===== config.mk =====
export PLATFORM = sky130hd
export DESIGN_NAME = cbc_top
export DESIGN_NICKNAME = d
export VERILOG_FILES = /design/src/rtl/cbc_pkg.sv /design/src/rtl/cbc_decode.sv /design/src/rtl/cbc_regs.sv /design/src/rtl/cbc_map.sv /design/src/rtl/cbc_top.sv
export SDC_FILE = /design/constraint.sdc
export NUM_CORES = 1
export LEC_CHECK = 0
export BUFFER_PORTS_ARGS = -buffer_cell sky130_fd_sc_hd__buf_2
export CAP_MARGIN = 20
export CORE_UTILIZATION = 35
export DETAILED_ROUTE_END_ITERATION = 7
export MAX_ROUTING_LAYER = met4
export PLACE_DENSITY_LB_ADDON = 0.12
export SYNTH_ARGS = -nofsm -noshare
export SYNTH_HDL_FRONTEND = slang
export SYNTH_SLANG_ARGS = --single-unit

===== constraint.sdc =====
create_clock -name clk -period 1.4 [get_ports clk]
set_clock_uncertainty 0.2 [all_clocks]
set_input_delay 0.07 -clock clk [delete_from_list [all_inputs] [get_ports clk]]
set_output_delay 0.07 -clock clk [all_outputs]
set_load 0.01 [all_outputs]

===== src/rtl/cbc_pkg.sv =====
// Package: shared widths and the address-region type for the bank controller.
// Assumes a 16-bit bus address with fixed 16 KiB ROM and 8 KiB RAM windows.
package cbc_pkg;
    localparam int ROM_LO_W   = 5;
    localparam int AUX_W      = 2;
    localparam int ROM_BANK_W = ROM_LO_W + AUX_W;
    localparam int ROM_OFS_W  = 14;
    localparam int RAM_OFS_W  = 13;
    localparam int ROM_AW     = ROM_BANK_W + ROM_OFS_W;
    localparam int RAM_AW     = AUX_W + RAM_OFS_W;
    localparam logic [7:0] EN_KEY = 8'h0A;

    typedef enum logic [2:0] {
        RG_NONE,
        RG_ENABLE,
        RG_ROM_LO,
        RG_AUX,
        RG_MODE,
        RG_ROM_FIX,
        RG_ROM_SW,
        RG_RAM
    } region_t;

    typedef enum logic {
        MD_ROM = 1'b0,
        MD_RAM = 1'b1
    } bank_mode_t;
endpackage


===== src/rtl/cbc_decode.sv =====
// Module: address decoder. Classifies the bus address into a write target
// and a read window. Purely combinational; assumes one strobe at a time.
module cbc_decode
    import cbc_pkg::*;
(
    input  logic [15:0] addr,
    output region_t     wr_region,
    output region_t     rd_region
);
    // Write target: four 8 KiB register ranges in the lower half.
    always_comb begin
        unique case (addr[15:13])
            3'd0:    wr_region = RG_ENABLE;
            3'd1:    wr_region = RG_ROM_LO;
            3'd2:    wr_region = RG_AUX;
            3'd3:    wr_region = RG_MODE;
            3'd5:    wr_region = RG_RAM;
            default: wr_region = RG_NONE;
        endcase
    end

    // Read window: fixed ROM, switchable ROM, RAM, or nothing.
    always_comb begin
        if (addr[15:14] == 2'b00)      rd_region = RG_ROM_FIX;
        else if (addr[15:14] == 2'b01) rd_region = RG_ROM_SW;
        else if (addr[15:13] == 3'd5)  rd_region = RG_RAM;
        else                           rd_region = RG_NONE;
    end
endmodule


===== src/rtl/cbc_regs.sv =====
// Module: bank register file. Holds the RAM enable, the ROM low field,
// the shared two-bit field in its current home, and the mode bit.
// Assumes wr_region is valid only while wr_stb is high.
module cbc_regs
    import cbc_pkg::*;
(
    input  logic                  clk,
    input  logic                  rst_n,
    input  logic                  wr_stb,
    input  region_t               wr_region,
    input  logic [7:0]            wdata,
    output logic                  ram_en,
    output logic [ROM_LO_W-1:0]   rom_lo,
    output logic [AUX_W-1:0]      rom_hi,
    output logic [AUX_W-1:0]      ram_bank,
    output bank_mode_t            mode
);
    logic [ROM_LO_W-1:0] lo_fixed;
    bank_mode_t          mode_req;

    // Remap a zero low field to one.
    always_comb begin
        lo_fixed = wdata[ROM_LO_W-1:0];
        if (lo_fixed == '0) lo_fixed = ROM_LO_W'(1);
    end

    // Decode the requested mode from data bit 0.
    assign mode_req = bank_mode_t'(wdata[0]);

    // Register update on bus writes, synchronous active-low reset.
    always_ff @(posedge clk) begin
        if (!rst_n) begin
            ram_en   <= 1'b0;
            rom_lo   <= ROM_LO_W'(1);
            rom_hi   <= '0;
            ram_bank <= '0;
            mode     <= MD_ROM;
        end else if (wr_stb) begin
            case (wr_region)
                RG_ENABLE: ram_en <= (wdata == EN_KEY);
                RG_ROM_LO: rom_lo <= lo_fixed;
                RG_AUX: begin
                    if (mode == MD_RAM) ram_bank <= wdata[AUX_W-1:0];
                    else                rom_hi   <= wdata[AUX_W-1:0];
                end
                RG_MODE: begin
                    if (mode_req != mode) begin
                        mode <= mode_req;
                        if (mode_req == MD_RAM) begin
                            ram_bank <= rom_hi;
                            rom_hi   <= '0;
                        end else begin
                            rom_hi   <= ram_bank;
                            ram_bank <= '0;
                        end
                    end
                end
                default: ;
            endcase
        end
    end
endmodule


===== src/rtl/cbc_map.sv =====
// Module: physical address mapper. Forms ROM and RAM addresses, chip
// selects and read data, and blocks any bank beyond the fitted count.
// Combinational; assumes registers come from cbc_regs.
module cbc_map
    import cbc_pkg::*;
#(
    parameter int ROM_BANKS = 128,
    parameter int RAM_BANKS = 4
)(
    input  logic [15:0]           addr,
    input  logic                  rd,
    input  logic                  wr,
    input  region_t               rd_region,
    input  logic                  ram_en,
    input  logic [ROM_BANK_W-1:0] rom_bank,
    input  logic [AUX_W-1:0]      ram_bank,
    input  logic [7:0]            rom_rdata,
    input  logic [7:0]            ram_rdata,
    output logic [ROM_AW-1:0]     rom_addr,
    output logic                  rom_cs,
    output logic [RAM_AW-1:0]     ram_addr,
    output logic                  ram_cs,
    output logic                  ram_we,
    output logic [7:0]            rdata
);
    localparam int ROM_LIM = ROM_BANKS;
    localparam int RAM_LIM = RAM_BANKS;

    logic rom_ok;
    logic ram_ok;

    // Bank range checks against the fitted counts.
    always_comb begin
        rom_ok = (32'(rom_bank) < ROM_LIM);
        ram_ok = (RAM_LIM > 0) && (32'(ram_bank) < RAM_LIM) && ram_en;
    end

    // ROM address and select; fixed window always reaches bank 0.
    always_comb begin
        rom_addr = '0;
        rom_cs   = 1'b0;
        if (rd_region == RG_ROM_FIX) begin
            rom_addr = ROM_AW'(addr[ROM_OFS_W-1:0]);
            rom_cs   = rd;
        end else if (rd_region == RG_ROM_SW) begin
            rom_addr = {rom_bank, addr[ROM_OFS_W-1:0]};
            rom_cs   = rd && rom_ok;
        end
    end

    // RAM address, select and write enable.
    always_comb begin
        ram_addr = {ram_bank, addr[RAM_OFS_W-1:0]};
        ram_cs   = (rd_region == RG_RAM) && (rd || wr) && ram_ok;
        ram_we   = ram_cs && wr;
    end

    // Read data return; zero when nothing is selected.
    always_comb begin
        if (rom_cs)                rdata = rom_rdata;
        else if (ram_cs && rd)     rdata = ram_rdata;
        else                       rdata = '0;
    end
endmodule


===== src/rtl/cbc_top.sv =====
// Module: top of the cartridge bank controller. Connects decoder, register
// file and mapper. Register writes take effect at the clock edge; address
// outputs follow the bus combinationally.
module cbc_top
    import cbc_pkg::*;
#(
    parameter int ROM_BANKS = 128,
    parameter int RAM_BANKS = 4
)(
    input  logic              clk,
    input  logic              rst_n,
    input  logic [15:0]       cpu_addr,
    input  logic [7:0]        cpu_wdata,
    input  logic              cpu_wr,
    input  logic              cpu_rd,
    output logic [7:0]        cpu_rdata,
    input  logic [7:0]        rom_rdata,
    input  logic [7:0]        ram_rdata,
    output logic [ROM_AW-1:0] rom_addr,
    output logic              rom_cs,
    output logic [RAM_AW-1:0] ram_addr,
    output logic              ram_cs,
    output logic              ram_we
);
    region_t             wr_region;
    region_t             rd_region;
    logic                ram_en;
    logic [ROM_LO_W-1:0] rom_lo;
    logic [AUX_W-1:0]    rom_hi;
    logic [AUX_W-1:0]    ram_bank;
    bank_mode_t          mode;
    logic                reg_wr;

    // Register writes only land in the lower half of the map.
    assign reg_wr = cpu_wr && !cpu_addr[15];

    cbc_decode u_dec (
        .addr      (cpu_addr),
        .wr_region (wr_region),
        .rd_region (rd_region)
    );

    cbc_regs u_regs (
        .clk       (clk),
        .rst_n     (rst_n),
        .wr_stb    (reg_wr),
        .wr_region (wr_region),
        .wdata     (cpu_wdata),
        .ram_en    (ram_en),
        .rom_lo    (rom_lo),
        .rom_hi    (rom_hi),
        .ram_bank  (ram_bank),
        .mode      (mode)
    );

    cbc_map #(.ROM_BANKS(ROM_BANKS), .RAM_BANKS(RAM_BANKS)) u_map (
        .addr      (cpu_addr),
        .rd        (cpu_rd),
        .wr        (cpu_wr),
        .rd_region (rd_region),
        .ram_en    (ram_en),
        .rom_bank  ({rom_hi, rom_lo}),
        .ram_bank  (ram_bank),
        .rom_rdata (rom_rdata),
        .ram_rdata (ram_rdata),
        .rom_addr  (rom_addr),
        .rom_cs    (rom_cs),
        .ram_addr  (ram_addr),
        .ram_cs    (ram_cs),
        .ram_we    (ram_we),
        .rdata     (cpu_rdata)
    );
endmodule


==> flow_results.org <==
** Die
- The floorplan has 18 rows.
- Die Ht :: ~54 µm
- For this design the top-level I/O count stands at ~90.
- The core region is ~2500 µm².
- The die is between 50 and 60 µm wide.
- Die Footprint :: a little under 3000 µm²
- Initial cell density of the core :: about 38%

** Clocking
- Library cell used as clock root buffer :: clkbuf_4
- TritonCTS clock tree :: built
- Clock Sink Count :: 11
- After clock tree synthesis, the clock-pin slew on the worst setup and hold paths is 70 ps.
- No sink is reached through more buffers than the 2 on the longest clock path.
- In this run the number of H-tree levels came out at 1.
- The later pin in the worst-skew pair is clocked with a latency of about 260 ps.
- CTS buffer count :: 3

** Worst setup path
- STA classifies the critical path startpoint as a register.
- In this run the worst path has a maximum fanout of 8.
- Start point of the critical path :: u_regs.ram_en$_SDFFE_PN0P_
- Origin of the critical flop-to-flop path :: u_regs.mode$_SDFFE_PN0P_
- Required time at the worst-slack endpoint :: roughly 1100 ps
- The worst setup path is of the reg2out kind.
- STA puts the critical path data arrival time at 1270 ps.
- Endpoint kind of the worst setup timing path :: output port

** Logic synthesis
- Cell types with the largest area share after synthesis :: dfxtp_1, buf_4, nor2b_1, mux2i_1, a22o_1
- The number of nets in the synthesized netlist is 162.
- Mapped cell area :: roughly 960 µm²
- After synthesis, flip-flops and latches occupy between 20% and 30% of the total area.
- Flip-flop and latch count after synthesis :: 11
- In this run the biggest area consumer among cell types represents 22.9% of the synthesized area.
- By instance count, the leading cell after synthesis is nor2b_1.
- In the synthesized netlist the dominant register cell turns out to be dfxtp_1.
- Average size of a mapped cell :: approximately 8.1 µm²
- In the synthesized netlist the async set-or-reset flop fraction comes to 0%.
- Sorting the synthesized cells by how often they occur yields nor2b_1, buf_4, dfxtp_1.
- During synthesis, Yosys emitted a total of 0 warnings.
- Count of mapped cells out of synthesis :: 118
- Yosys mapped a number of flops with a built-in enable equal to 0.
- After synthesis, the netlist uses 37 different library cells.
- Yosys top cell by area :: dfxtp_1

** Pwr
- Total leakage power :: ~0.00080 µW
- Power per cell area :: between 500 and 600 nW/µm²
- Across the VDD grid, the largest voltage drop is between 0.4 and 0.5 mV.

** STA
- Max transition margin :: 80.1%
- The number of max-slew violations in the final report came to 0.
- Hold Worst Slack :: -1.41 ps
- Transition at the pin with the smallest max-transition slack :: approximately 300 ps
- Across all setup checks in the final design, the least slack found is -139 ps.
- Max Clk Rate :: between 600 and 700 MHz
- Setup TNS :: -1020 ps
- The count of final hold-check violations is 1.
- The final critical path takes up 110% of the cycle.
- Crit path time final :: between 1500 and 2000 ps
- Setup violations remaining at the end of the flow were counted as 10.
- Unrepaired setup endpoints after global routing :: yes

** Placed design
- At the placement stage, the worst setup path has a slack of -1.39 ps.
- Buffers placed on the I/O ports in this run total 90.
- At the end of routability-driven placement, the weighted congestion stood at between 0.7 and 0.8.
- Summing all placed instances gives a cell area of 1370 µm².
- Final HPWL from detailed placement :: 2.17 mm

** Run status
- Status :: finished with violations
- The final reports fail on negative hold slack, negative setup slack.

** Route
- Detailed routing inserted a total of ~1.2k vias.
- DRC violations left :: 0
- Dividing the detail-routed via count by the number of cells gives 4.97.
- After detailed routing, the average wire length per cell comes to about 11 µm.
- Iteration-0 DRC count of the detailed router :: 17
- Drt pass-1 iters :: 4
- For this block, the routed nets add up to roughly 2.7 mm of wire.
- The detail route stage leaves a number of antenna-violating nets equal to 0.

** Min path
- Startpoint of the most critical hold path :: cpu_addr[14]
- HP Class :: in2reg

** Global route
- The first global-routing pass estimated between 3 and 4 mm of wire.
- Number of antenna violations at the first check in global routing :: 0
- Global routing consumed, over all layers together, between 10% and 20% of the routing resources.
- The via count of the first global-routing pass was about 900.
- Entering global routing, the biggest net connects 17 pins.
- Overall overflow remaining after global route :: 0

** Final layout
- Design Area, Final :: 1490 µm²
- P&R area growth vs syn :: 55.3%
- 0 antenna diodes ended up in the layout.
- Net count, final :: between 200 and 300
- In the final layout, the share of cells above drive strength 1 is between 50% and 60%.
- Util after Layout :: roughly three fifths

** Flow run
- Max-cap check violation count :: 0
routing by layer:
metal / up-vias / track usage, % / part of all wire (%)
li1: 578 / - / -
met1: 535 / 16.9 / 40
met2: 62 / 33.3 / 52
met3: 2 / 2.22 / 8.2
met4: 0 / 3.85 / 0.45
met5: - / - / 0
path summary, 6_finish.rpt:
kind	slack [ps]	cells past startpoint	endpoint
setup / recovery	-140	4	cpu_rdata[0]
setup reg to reg	90	4	u_regs.ram_bank[0]$_SDFFE_PN0P_
hold reg to reg	290	2	u_regs.ram_bank[0]$_SDFFE_PN0P_
hold / removal	-1	4	u_regs.ram_en$_SDFFE_PN0P_
cell families (layout without fill, tap and decap cells):
group                     after synthesis  after routing  synth area share [%]
muxes                                   8              8                  8.34
AOI/OAI and AO/OA                      21             21                  17.1
xor gates and xnor gates                1              1                 0.913
DFF                                    11             11                  22.9
buffers and inverters                  23            112                  15.3
and+or+nand+nor                        54             54                  35.5
critical path: stages (launching register included):
cell	delay [ps]
dfxtp_2	320
and4b_1	190
and2_4	160
a22o_1	200
buf_2	140
cell type report:
type | instances | area (µm²)
timing repair buffer | 107 | 602
sequential | 11 | 223
tap | 30 | 37.5
clock buffer | 4 | 26.3
multi-input combinational | 84 | 598
fill | 237 | 1050
inverter | 1 | 3.75
state kept, by name, summed over array words and instances, names as in the netlist:
signal / count
u_regs.mode: 1
u_regs.ram_bank: 2
u_regs.rom_lo: 5
u_regs.ram_en: 1
u_regs.rom_hi: 2
layout by cell type (no fill, tap or decap), types with 3 or more instances in the layout:
cell           instances
mux2i_1                8
nand2_1                6
a22o_1                 8
dlygate4sd3_1          7
nor2_1                 9
buf_4                 10
dfxtp_1                9
and2_1                 7
nor2b_1               15
buf_2                 89
clkbuf_4               3
stage by stage:
stage                     power, µW  instances  hold WS, ps
after floorplan                 483        118        -50.0
after global placement          596        225          108
after detailed placement        600        225          111
after CTS                       836        237         4.99
after global routing            880        237         41.2
final                           827        237        -1.41
timing repair:
action,4_1_cts,5_1_grt
hold buffers,7,0
endpoints found under the hold margin,8,0
setup buffers,1,0
pin swaps,4,5
setup endpoints to repair,8,12
gates resized for setup,3,3
where the power goes:
| group | leakage (µW) | switching (µW) | internal, µW |
|---|---|---|---|
| Sequential | 0.0000901 | 4.25 | 319 |
| Combinational | 0.000693 | 135 | 149 |
| Clock | 0.0000150 | 109 | 110 |
| Total | 0.000798 | 248 | 579 |
(Power assumes the default switching activity.)
